**src/rtl/mode_alu_pkg.sv**
```systemverilog
package mode_alu_pkg;
   typedef enum logic {
      CARRY_RIPPLE    = 1'b0,
      CARRY_LOOKAHEAD = 1'b1
   } carry_style_e;

   localparam int unsigned SEL_BITS = 4;
endpackage

```
**src/rtl/alu_operand_terms.sv**
```systemverilog
module alu_operand_terms #(
   parameter int unsigned WIDTH = 4
) (
   input  logic [WIDTH-1:0]                      a,
   input  logic [WIDTH-1:0]                      b,
   input  logic [mode_alu_pkg::SEL_BITS-1:0]     sel,
   output logic [WIDTH-1:0]                      addend_x,
   output logic [WIDTH-1:0]                      addend_y
);
   if (WIDTH < 1) begin : g_width_bad
      $error("alu_operand_terms: WIDTH must be at least 1");
   end

   for (genvar i = 0; i < WIDTH; i++) begin : g_bit
      always_comb begin
         addend_x[i] = a[i] | (b[i] & sel[0]) | (~b[i] & sel[1]);
         addend_y[i] = (a[i] & b[i] & sel[3]) | (a[i] & ~b[i] & sel[2]);
      end
   end
endmodule

```
**src/rtl/alu_carry_net.sv**
```systemverilog
module alu_carry_net #(
   parameter int unsigned               WIDTH = 4,
   parameter mode_alu_pkg::carry_style_e STYLE = mode_alu_pkg::CARRY_LOOKAHEAD
) (
   input  logic [WIDTH-1:0] addend_x,
   input  logic [WIDTH-1:0] addend_y,
   input  logic             cin,
   output logic [WIDTH:0]   carry,
   output logic             grp_p,
   output logic             grp_g
);
   if (WIDTH < 1) begin : g_width_bad
      $error("alu_carry_net: WIDTH must be at least 1");
   end

   // Group terms: propagate is the OR-form term (addend_y lies inside addend_x)
   always_comb begin
      logic run_g;
      logic run_p;
      run_g = 1'b0;
      run_p = 1'b1;
      for (int i = 0; i < WIDTH; i++) begin
         run_g = addend_y[i] | (addend_x[i] & run_g);
         run_p = run_p & addend_x[i];
      end
      grp_g = run_g;
      grp_p = run_p;
   end

   if (STYLE == mode_alu_pkg::CARRY_RIPPLE) begin : g_ripple
      always_comb begin
         logic c;
         c = cin;
         for (int i = 0; i < WIDTH; i++) begin
            carry[i] = c;
            c = addend_y[i] | (addend_x[i] & c);
         end
         carry[WIDTH] = c;
      end
   end else begin : g_lookahead
      always_comb begin
         logic sub_g;
         logic sub_p;
         carry[0] = cin;
         for (int i = 0; i < WIDTH; i++) begin
            sub_g = 1'b0;
            sub_p = 1'b1;
            for (int j = 0; j <= i; j++) begin
               sub_g = addend_y[j] | (addend_x[j] & sub_g);
               sub_p = sub_p & addend_x[j];
            end
            carry[i+1] = sub_g | (sub_p & cin);
         end
      end
   end

   always_comb begin

      addend_nest_chk: assert ((addend_y & ~addend_x) == '0)
         else $error("second addend term outside first addend term");

      group_carry_chk: assert (carry[WIDTH] == (grp_g | (grp_p & cin)))
         else $error("top carry disagrees with group terms");
   end
endmodule

```
**src/rtl/alu_result_stage.sv**
```systemverilog
module alu_result_stage #(
   parameter int unsigned WIDTH = 4
) (
   input  logic [WIDTH-1:0] addend_x,
   input  logic [WIDTH-1:0] addend_y,
   input  logic [WIDTH:0]   carry,
   input  logic             mode,
   output logic [WIDTH-1:0] f,
   output logic             cout,
   output logic             a_eq_b
);
   logic [WIDTH-1:0] half_sum;

   for (genvar i = 0; i < WIDTH; i++) begin : g_bit
      always_comb begin
         half_sum[i] = addend_x[i] ^ addend_y[i];
         f[i]        = mode ? ~half_sum[i] : (half_sum[i] ^ carry[i]);
      end
   end

   always_comb begin
      cout   = mode ? 1'b0 : carry[WIDTH];
      a_eq_b = &f;
   end
endmodule

```
**src/rtl/mode_alu.sv**
```systemverilog
module mode_alu #(
   parameter int unsigned               WIDTH = 4,
   parameter mode_alu_pkg::carry_style_e STYLE = mode_alu_pkg::CARRY_LOOKAHEAD
) (
   input  logic [WIDTH-1:0]                  a,
   input  logic [WIDTH-1:0]                  b,
   input  logic [mode_alu_pkg::SEL_BITS-1:0] sel,
   input  logic                              mode,
   input  logic                              cin,
   output logic [WIDTH-1:0]                  f,
   output logic                              cout,
   output logic                              a_eq_b,
   output logic                              grp_p,
   output logic                              grp_g
);
   localparam int unsigned SUM_W = WIDTH + 1;

   if (WIDTH < 1) begin : g_width_bad
      $error("mode_alu: WIDTH must be at least 1");
   end

   logic [WIDTH-1:0] addend_x;
   logic [WIDTH-1:0] addend_y;
   logic [WIDTH:0]   carry;

   alu_operand_terms #(.WIDTH(WIDTH)) u_terms (
      .a        (a),
      .b        (b),
      .sel      (sel),
      .addend_x (addend_x),
      .addend_y (addend_y)
   );

   alu_carry_net #(.WIDTH(WIDTH), .STYLE(STYLE)) u_carry (
      .addend_x (addend_x),
      .addend_y (addend_y),
      .cin      (cin),
      .carry    (carry),
      .grp_p    (grp_p),
      .grp_g    (grp_g)
   );

   alu_result_stage #(.WIDTH(WIDTH)) u_result (
      .addend_x (addend_x),
      .addend_y (addend_y),
      .carry    (carry),
      .mode     (mode),
      .f        (f),
      .cout     (cout),
      .a_eq_b   (a_eq_b)
   );

   always_comb begin
      logic [SUM_W-1:0] add_ref;
      add_ref = {1'b0, a} + {1'b0, b} + SUM_W'(cin);

      logic_cout_low_chk: assert (!(mode && cout))
         else $error("carry out high in logic mode");

      if (!mode && sel == 4'b1001) begin
         plain_add_chk: assert ({cout, f} == add_ref)
            else $error("A+B+cin mismatch");
      end

      if (!mode && sel == 4'b0110 && !cin) begin
         equal_detect_chk: assert (a_eq_b == (a == b))
            else $error("equality flag wrong in subtract code");
      end

      if (!mode && grp_g) begin
         gen_forces_carry_chk: assert (cout)
            else $error("group generate without carry out");
      end

      if (!mode && grp_p && cin) begin
         prop_passes_carry_chk: assert (cout)
            else $error("group propagate did not pass carry in");
      end
   end
endmodule

```
**config.mk**
```make
export PLATFORM = sky130hd
export DESIGN_NAME = mode_alu
export DESIGN_NICKNAME = d
export VERILOG_FILES = /design/src/rtl/mode_alu_pkg.sv /design/src/rtl/alu_operand_terms.sv /design/src/rtl/alu_carry_net.sv /design/src/rtl/alu_result_stage.sv /design/src/rtl/mode_alu.sv
export SDC_FILE = /design/constraint.sdc
export NUM_CORES = 1
export LEC_CHECK = 0
export BUFFER_PORTS_ARGS = -buffer_cell sky130_fd_sc_hd__buf_2
export CORE_AREA = 5 5 42 44
export DETAILED_ROUTE_END_ITERATION = 10
export DIE_AREA = 0 0 47 49
export GPL_ROUTABILITY_DRIVEN = 0
export PLACE_DENSITY = 0.6
export SETUP_SLACK_MARGIN = 0.2
export SLEW_MARGIN = 10
export SYNTH_ARGS = -nofsm -noshare
export SYNTH_HDL_FRONTEND = slang
export SYNTH_SLANG_ARGS = --single-unit
```
**constraint.sdc**
```tcl
create_clock -name vclk -period 4.6
set_clock_uncertainty 0.05 [all_clocks]
set_input_delay 0.92 -clock vclk [all_inputs]
set_output_delay 0.92 -clock vclk [all_outputs]
set_load 0.1 [all_outputs]
```
## Word level (Yosys, flattened, before mapping)

Index checks and enable logic that the tools add are counted.

| cells by class | value |
|---|---|
| reductions and logical operators | 1 |
| multiplexer cells | 5 |
| bitwise operators | 69 |

Operators with widths:

| cell | number |
|---|---|
| 1-bit AND | 34 |
| 1-bit OR | 19 |
| 1-bit NOT | 8 |
| 1-bit bitwise XOR | 8 |
| 1-bit 2-to-1 mux | 5 |
| 4-bit AND reduction | 1 |

| storage, ports and cells | value |
|---|---|
| bits in registers | 0 |
| word-level logic and storage cells | 75 |
| output and inout bits | 8 |
| input port bits | 14 |

## Longest topological paths before layout

Gate-level depths: netlist of the first run.

| depth | value |
|---|---|
| depth after elaboration | 12 |
| mapped depth | 5 |
| gate-level depth less buffers | 5 |

## Hierarchy

From an unflattened synthesis of the first run, not the netlist that was laid out.

| unflattened totals | value |
|---|---|
| cells, all modules | 43 |
| area, all modules | 305.3 um^2 |

Modules (own cells, without submodules):

| module | cells each | instances | area each (um^2) |
|---|---|---|---|
| alu_operand_terms | 16 | 1 | 125.1 |
| alu_result_stage | 14 | 1 | 100.1 |
| alu_carry_net | 13 | 1 | 80.1 |

## Worst setup path before layout of the first run

No wires, ideal clock.

| timing path | value |
|---|---|
| kind | input port to output port |
| from | input b[1] |
| to | output grp_p |
| buffers on the path | 0 |
| stages | 3 |
| setup slack | -0.717 ns |
| data arrival time | 4.347 ns |
| required time | 3.630 ns |
| cells stage by stage | mux2_2 > nor2_2 > nor4b_1 |

| on the way | value |
|---|---|
| longest elaborated chain between the ends | 6 |
| elaborated cells between the ends (all ways) | 8 |
| those cells by class | 8 x bitwise |

Ends and longest elaborated chain:

| item | RTL line | RTL |
|---|---|---|
| from (decl) | mode_alu.sv:6 | `input logic [WIDTH-1:0] b,` |
| 1-bit AND / 1-bit NOT (equally long branches) | alu_operand_terms.sv:16 | `addend_x[i] = a[i] \| (b[i] & sel[0]) \| (~b[i] & sel[1]);` |
| 1-bit OR / 1-bit AND (equally long branches) | alu_operand_terms.sv:16 |  |
| 1-bit OR * | alu_operand_terms.sv:16 |  |
| 1-bit AND * (3 in series) | alu_carry_net.sv:24 | `run_p = run_p & addend_x[i];` |
| to (decl) | mode_alu.sv:13 | `output logic grp_p,` |

Every way passes the cells marked *; elsewhere a longest branch is shown, timed or not.

## Worst setup path after layout of the first run

| timing path | value |
|---|---|
| from | input sel[1] (netlist bit) |
| to | output a_eq_b |

| on the way | value |
|---|---|
| longest elaborated chain between the ends | 10 |
| elaborated cells between the ends (all ways) | 37 |
| those cells by class | 4 x mux; 32 x bitwise; 1 x reduce/logical |

Ends and longest elaborated chain:

| item | RTL line | RTL |
|---|---|---|
| from (decl) | mode_alu.sv:7 | `input logic [mode_alu_pkg::SEL_BITS-1:0] sel,` |
| 1-bit AND | alu_operand_terms.sv:16 |  |
| 1-bit OR | alu_operand_terms.sv:16 |  |
| 1-bit AND | alu_carry_net.sv:49 | `sub_g = addend_y[j] \| (addend_x[j] & sub_g);` |
| 1-bit OR | alu_carry_net.sv:49 |  |
| 1-bit AND | alu_carry_net.sv:49 |  |
| 1-bit OR | alu_carry_net.sv:49 |  |
| 1-bit OR | alu_carry_net.sv:52 | `carry[i+1] = sub_g \| (sub_p & cin);` |
| 1-bit bitwise XOR | alu_result_stage.sv:17 | `f[i] = mode ? ~half_sum[i] : (half_sum[i] ^ carry[i]);` |
| 1-bit 2-to-1 mux | alu_result_stage.sv:17 |  |
| 4-bit AND reduction * | alu_result_stage.sv:23 | `a_eq_b = &f;` |
| to (decl) | mode_alu.sv:12 | `output logic a_eq_b,` |

Marked as above.

==> results of run 1 <==
tightest hold or removal path: cells and delay by family:
kind                   cells  cell delay, ps
buffers and inverters      2             410
AOI/OAI and AO/OA          1              40
routing by layer:
layer  vias to the layer above  part of all wire [%]
li1                        225                     -
met4                         0                     0
met3                         0                   6.7
met1                       185                    41
met5                         -                     0
met2                         8                    52
report_power, final:
part           internal, W  total (W)  switching, W
Combinational    0.0000300   0.000126     0.0000955
Clock                    0          0             0
Sequential               0          0             0
layout by cell type (no fill, tap or decap), types with 2 or more instances in the layout:
| cell | instances |
|---|---|
| mux2i_1 | 3 |
| mux2_2 | 4 |
| nand2_1 | 5 |
| nand3_1 | 2 |
| nor2b_1 | 4 |
| and2_1 | 2 |
| o21ai_0 | 2 |
| o211ai_1 | 3 |
| buf_2 | 22 |
| a21oi_1 | 5 |
| nor2_1 | 4 |
stage by stage:
stage | total power, W | setup WS [ps] | std cells
finish | 0.000126 | 877 | 84
global route | 0.000133 | 807 | 84
CTS | 0.000126 | 901 | 84
detailed placement | 0.000126 | 900 | 84
global placement | 0.000126 | 931 | 84
floorplan | 0.000103 | 362 | 46
logic make-up after synthesis:
| group | after synthesis |
|---|---|
| AO/OA/AOI/OAI | 16 |
| XOR/XNOR | 2 |
| multiplexers | 8 |
| AND/OR/NAND/NOR | 20 |
how the worst max path moves through the flow:
stage                     cells after the start  startpoint      to  slack, ps
final                                         7      sel[1]  a_eq_b        880
after global placement                        7      sel[1]  a_eq_b        930
after global routing                          7      sel[1]  a_eq_b        810
after floorplan                               5        b[0]  a_eq_b        360
after CTS                                     7      sel[1]  a_eq_b        900
after detailed placement                      7      sel[1]  a_eq_b        900
final cells by class:
type	instances	area [um^2]
repair buffers	22	110
well taps	16	20.0
fillers	170	911
multi-input cells	46	360
==> flow_summary.json, run 1 <==
{
  "status": "completed",
  "synth_top_area_share_pct": 13.7,
  "rows": 14,
  "max_slew_margin_pct": 54.7,
  "path_buf_inv": 2,
  "setup_viol": 0,
  "netlist_area_um2": 328,
  "cp-end-kind": "output port",
  "routed_wl_um": 970,
  "worst_pin_slew_ps": 675,
  "drcViolationCount": 0,
  "dr_total_vias": 418,
  "post_cts_buffers": 0,
  "wl_per_cell_um": 11.5,
  "grt_use_met1_pct": 11.1,
  "place_area_um2": 490,
  "grt_usage_pct": 8.92,
  "grt_max_degree": 7,
  "slew_viol_final": 0,
  "finalCritPeriodShare_pct": 80.9,
  "fin_nets": 84,
  "synthMuxAreaShare_pct": 27.5,
  "power_density_mw_per_mm2": 256,
  "synth-adder-area-share_pct": 0,
  "start_util_pct": 23.4,
  "required_ps": 3630,
  "synth_top_family_by_area": "compound AO/OA/AOI/OAI gates",
  "cpMaxStageDelayCell": "a211oi_1",
  "register_area_um2": 0,
  "grt_overflow": 0,
  "drive_gt1_share_pct": 48.5,
  "viasPerCell": 4.98,
  "use_met2_pct": 17.0,
  "busiest_layer": "met2",
  "crit_family": "compound AO/OA/AOI/OAI gates",
  "synth_area_per_cell_um2": 7.13,
  "hp-start": "mode",
  "ys_types": 22,
  "grt_pass1_vias": 418,
  "yosys-top-cells-count": "5 x a21oi_1, 5 x nand2_1, 4 x mux2_2, 4 x nor2_1, 4 x nor2b_1",
  "critPathMaxStageDelay_ps": 580,
  "cts_resized": 0,
  "ir_worst_vdd_v": 0.0000928,
  "drt_first_iter_violations": 2,
  "rsz0062_at_grt": "false",
  "timing_worst_setup_path_type": "in2out",
  "fin_tns_setup_ps": 0,
  "hold_viol": 0,
  "die_w_um": 47,
  "firstDrtPassIters": 2,
  "critPathMaxFanout": 5,
  "cp.arrival_ps": 2750,
  "port_buffers": 22,
  "holdWs_ps": 2250,
  "antenna_found_initial": 0,
  "die_h_um": 49,
  "fin_area_um2": 490,
  "synth_compound_area_share_pct": 34.0,
  "num_antenna_cells": 0,
  "area_growth_pct": 49.6,
  "syn_nets": 60,
  "ant_nets": 0,
  "max_freq_mhz": 269,
  "period_minus_slack_ps": 3720,
  "ctsHoldBuffers": 0,
  "crit_chain": "buf_2, nor2b_1, a211oi_1, nor2_1, xor2_4, and4bb_1, buf_2",
  "synth_xor_area_share_pct": 5.34,
  "whs_path_depth": 3,
  "netlist.top_cell.by_area": "mux2_2",
  "synth.area.top_cells": "mux2_2 14%, mux2i_1 9.2%, a21oi_1 7.6%, nor2b_1 7.6%, o211ai_1 6.9%",
  "crit_path_start_kind": "input port",
  "synth_warnings": 0,
  "final_core_util_pct": 35.0,
  "syn_inst": 46,
  "die-area_mm2": 0.00230,
  "yosys.area_share.simple_pct": 33.2,
  "min_path_type": "in2out",
  "hold_path_end": "cout",
  "maxCapViolCount": 0,
  "yosysSeqAreaShare_pct": 0,
  "grt_pass1_wl_um": 1680,
  "design.seq.count": 0,
  "crit_top_cell": "buf_2",
  "leakage_nw": 0.224,
  "fp.coreArea_mm2": 0.00140,
  "grt_use_met3_pct": 0.369,
  "ios": 22,
  "clkbuf_count": 0
}
No activity file was read; power rests on OpenSTA's default activity.
==> run 2, diff against run 1 <==
--- a/config.mk
+++ b/config.mk
@@ -10,7 +10,7 @@
 export DETAILED_ROUTE_END_ITERATION = 10
 export DIE_AREA = 0 0 47 49
 export GPL_ROUTABILITY_DRIVEN = 0
-export PLACE_DENSITY = 0.6
+export PLACE_DENSITY = 0.62
 export SETUP_SLACK_MARGIN = 0.2
 export SLEW_MARGIN = 10
 export SYNTH_ARGS = -nofsm -noshare
==> constraint.sdc (replaced) <==
create_clock -name vclk -period 3.2
set_clock_uncertainty 0.05 [all_clocks]
set_input_delay 0.64 -clock vclk [all_inputs]
set_output_delay 0.64 -clock vclk [all_outputs]
set_load 0.1 [all_outputs]
==> flow_summary.json, run 2 (synthesized netlist as in run 1, its figures left out) <==
{
  "slew_viol_final": 0,
  "finalCritPeriodShare_pct": 91.2,
  "hold_viol": 0,
  "required_ps": 2510,
  "timing_worst_setup_path_type": "in2out",
  "grt_overflow": 0,
  "place_area_um2": 539,
  "status": "completed",
  "num_antenna_cells": 0,
  "holdWs_ps": 1690,
  "start_util_pct": 23.4,
  "period_minus_slack_ps": 2920,
  "leakage_nw": 0.238,
  "power_density_mw_per_mm2": 358,
  "ant_nets": 0,
  "p_total_w": 0.000193,
  "area_growth_pct": 64.5,
  "drive_gt1_share_pct": 54.4,
  "layout_setup_ws_ps": 283,
  "worst_pin_slew_ps": 491,
  "grt_usage_pct": 9.36,
  "grt_pass1_wl_um": 1740,
  "place_ws_ps": 274,
  "antenna_found_initial": 0,
  "grt_max_degree": 7,
  "drcViolationCount": 0,
  "clkbuf_count": 0,
  "viasPerCell": 5.04,
  "cp.arrival_ps": 2230,
  "die-area_mm2": 0.00230,
  "cp-end-kind": "output port",
  "die_w_um": 47,
  "crit_path_start_kind": "input port",
  "drt_first_iter_violations": 2,
  "detailed_place_hpwl_um": 894,
  "fin_tns_setup_ps": 0,
  "firstDrtPassIters": 4,
  "port_buffers": 22,
  "layout_commonest_cell": "buf_2",
  "maxCapViolCount": 0,
  "max_freq_mhz": 343,
  "ctsHoldBuffers": 0,
  "rsz0062_at_grt": "false",
  "fin_area_um2": 539,
  "register_area_um2": 0,
  "rows": 14,
  "dr_total_vias": 423,
  "mostFrequentLayoutCells": "21 x buf_2, 5 x nand2_1, 4 x a21oi_1, 4 x nor2_1",
  "setup_viol": 0,
  "routed_wl_um": 984,
  "grt_pass1_vias": 434,
  "cts_resized": 0,
  "ir_worst_vdd_v": 0.000126,
  "die_h_um": 49,
  "fin_nets": 84,
  "max_slew_margin_pct": 67.5,
  "fp.coreArea_mm2": 0.00140,
  "wl_per_cell_um": 11.7,
  "ios": 22,
  "critPathMaxFanout": 4,
  "design.seq.count": 0,
  "post_cts_buffers": 0,
  "min_path_type": "in2out"
}
## run 2: power by group
group	internal, W	switching, W
clock network	0	0
logic	0.0000517	0.000142
registers	0	0
total	0.0000517	0.000142
## run 2: final timing paths
kind / startpoint / to / slack (ps) / cells after the start
worst max-delay path: b[0] / a_eq_b / 280 / 7
worst min-delay path: mode / cout / 1690 / 3
## run 2: stage by stage
step | cells | util [%]
5_1_grt | 84 | 38.5
3_5_place_dp | 84 | 38.5
2_1_floorplan | 46 | -
4_1_cts | 84 | 38.5
6_report | 84 | 38.5
3_3_place_gp | 84 | 38.5
## run 2: per-layer routing
layer  wire [um]  track usage (%)  vias up  part of all wire (%)
met1         380             10.5      189                    39
met4           0                0        0                     0
met5           0                0        -                     0
li1            -                -      222                     -
met3          57            0.369        0                   5.8
met2         545             19.0       12                    55
## run 2: final cells by class
class	count	area (um^2)
Timing Repair Buffer	22	125
Tap cell	16	20.0
Fill cell	155	862
Multi-Input combinational cell	46	394
## run 2: critical path, cell delays in order
cell      delay [ps]
buf_2            130
mux2_4           320
mux2i_1          370
xnor2_4          160
nand3_1           80
and4bb_4         350
buf_12           170
==> run 3, diff against run 2 <==
--- a/config.mk
+++ b/config.mk
@@ -6,11 +6,13 @@
 export NUM_CORES = 1
 export LEC_CHECK = 0
 export BUFFER_PORTS_ARGS = -buffer_cell sky130_fd_sc_hd__buf_2
+export CAP_MARGIN = 5
 export CORE_AREA = 5 5 42 44
 export DETAILED_ROUTE_END_ITERATION = 10
 export DIE_AREA = 0 0 47 49
 export GPL_ROUTABILITY_DRIVEN = 0
-export PLACE_DENSITY = 0.62
+export PLACE_DENSITY = 0.6
+export RECOVER_POWER = 100
 export SETUP_SLACK_MARGIN = 0.2
 export SLEW_MARGIN = 10
 export SYNTH_ARGS = -nofsm -noshare
==> constraint.sdc (replaced) <==
create_clock -name vclk -period 3.72
set_clock_uncertainty 0.05 [all_clocks]
set_input_delay 0.744 -clock vclk [all_inputs]
set_output_delay 0.744 -clock vclk [all_outputs]
set_load 0.1 [all_outputs]
==> flow_summary.json, run 3 (synthesized netlist as in run 1, its figures left out) <==
{
  "critPathMaxFanout": 5,
  "leakage_nw": 0.214,
  "grt_max_degree": 7,
  "ctsHoldBuffers": 0,
  "min_path_type": "in2out",
  "timing_worst_setup_path_type": "in2out",
  "wl_per_cell_um": 12.2,
  "clkbuf_count": 0,
  "ant_nets": 0,
  "power_density_mw_per_mm2": 313,
  "hold_viol": 0,
  "layoutNonFillerInstCount": 85,
  "internal_power_w": 0.0000392,
  "setup.worst_path.end": "cout",
  "post_cts_buffers": 0,
  "detailed_place_hpwl_um": 900,
  "place_area_um2": 519,
  "drcViolationCount": 0,
  "routed_wl_um": 1040,
  "cp-end-kind": "output port",
  "firstDrtPassIters": 4,
  "worst_pin_slew_ps": 1170,
  "die-area_mm2": 0.00230,
  "port_buffers": 22,
  "whs_path_depth": 3,
  "combPwrFrac_pct": 100.0,
  "design.seq.count": 0,
  "register_area_um2": 0,
  "cts_resized": 0,
  "ir_worst_vdd_v": 0.000205,
  "multi_input_area_um2": 382,
  "cp.arrival_ps": 2590,
  "fin_area_um2": 513,
  "holdWs_ps": 2120,
  "crit_path_start_kind": "input port",
  "required_ps": 2930,
  "mostFrequentLayoutCells": "14 x buf_2, 5 x nand2_1, 5 x clkbuf_1",
  "clkPwrFrac_pct": 0,
  "slew_viol_final": 0,
  "dr_total_vias": 435,
  "finalCritPeriodShare_pct": 91.0,
  "swShare_pct": 75.6,
  "n_fill_cell": 169,
  "fp.coreArea_mm2": 0.00140,
  "max_slew_margin_pct": 22.3,
  "antenna_found_initial": 0,
  "fin_tns_setup_ps": 0,
  "maxCapViolCount": 0,
  "dp.cells": 85,
  "rsz0062_at_grt": "false",
  "viasPerCell": 5.12,
  "status": "completed",
  "area_growth_pct": 56.5,
  "grt_overflow": 0,
  "ios": 22,
  "seqPwrFrac_pct": 0,
  "die_w_um": 47,
  "grt_pass1_wl_um": 1690,
  "p_sw_w": 0.000121,
  "drive_gt1_share_pct": 46.4,
  "period_minus_slack_ps": 3390,
  "rows": 14,
  "setup_viol": 0,
  "die_h_um": 49,
  "num_antenna_cells": 0,
  "worstSetupStartpoint": "sel[1]",
  "start_util_pct": 23.4,
  "fin_nets": 85,
  "drt_first_iter_violations": 4,
  "p_total_w": 0.000160,
  "grt_usage_pct": 8.98,
  "max_freq_mhz": 295,
  "grt_pass1_vias": 400,
  "layout_commonest_cell": "buf_2"
}
## run 3: changes by cell type in the layout (fill, tap and decap cells not counted)
cell      change
a211oi_2      -1
clkbuf_2      +3
buf_2         -7
clkbuf_1      +5
a211oi_1      +1
mux2_2        +2
buf_4         +1
mux2_4        -2
buf_12        -1
## run 3: worst max-delay path, cell delays in order
cell and delay, ps:
buf_2 120, nor2b_1 130, a211oi_1 70, buf_4 160
a311oi_1 230, o21ai_0 140, a21oi_2 140, clkbuf_1 870
## run 3: layout make-up
class | count | share of cell area, %
Multi-Input combinational cell | 46 | 74.4
Tap cell | 16 | 3.90
Timing Repair Buffer | 23 | 21.7
## run 3: worst min path at each step
stage | start | end
floorplan | mode | cout
global placement | mode | cout
detailed placement | mode | cout
CTS | mode | cout
global route | mode | cout
finish | mode | cout
## run 3: metrics by stage
stage | utilization (%) | worst slack (ps)
detailed placement | 37.1 | 374
CTS | 37.1 | 376
floorplan | - | 152
global placement | 37.1 | 410
finish | 36.6 | 333
global route | 36.6 | 230
## run 3: layer usage
layer	wire (um)	GRT usage (%)	vias up
met4	0	0	0
li1	-	-	230
met5	0	0	-
met3	68	0.369	0
met2	511	15.2	10
met1	454	13.0	195
## run 3: power by group through the flow
stage,Sequential [W],Clock [W],Combinational [W]
finish,0,0,0.000160
global route,0,0,0.000169
CTS,0,0,0.000163
detailed placement,0,0,0.000163
global placement,0,0,0.000162
floorplan,0,0,0.000133
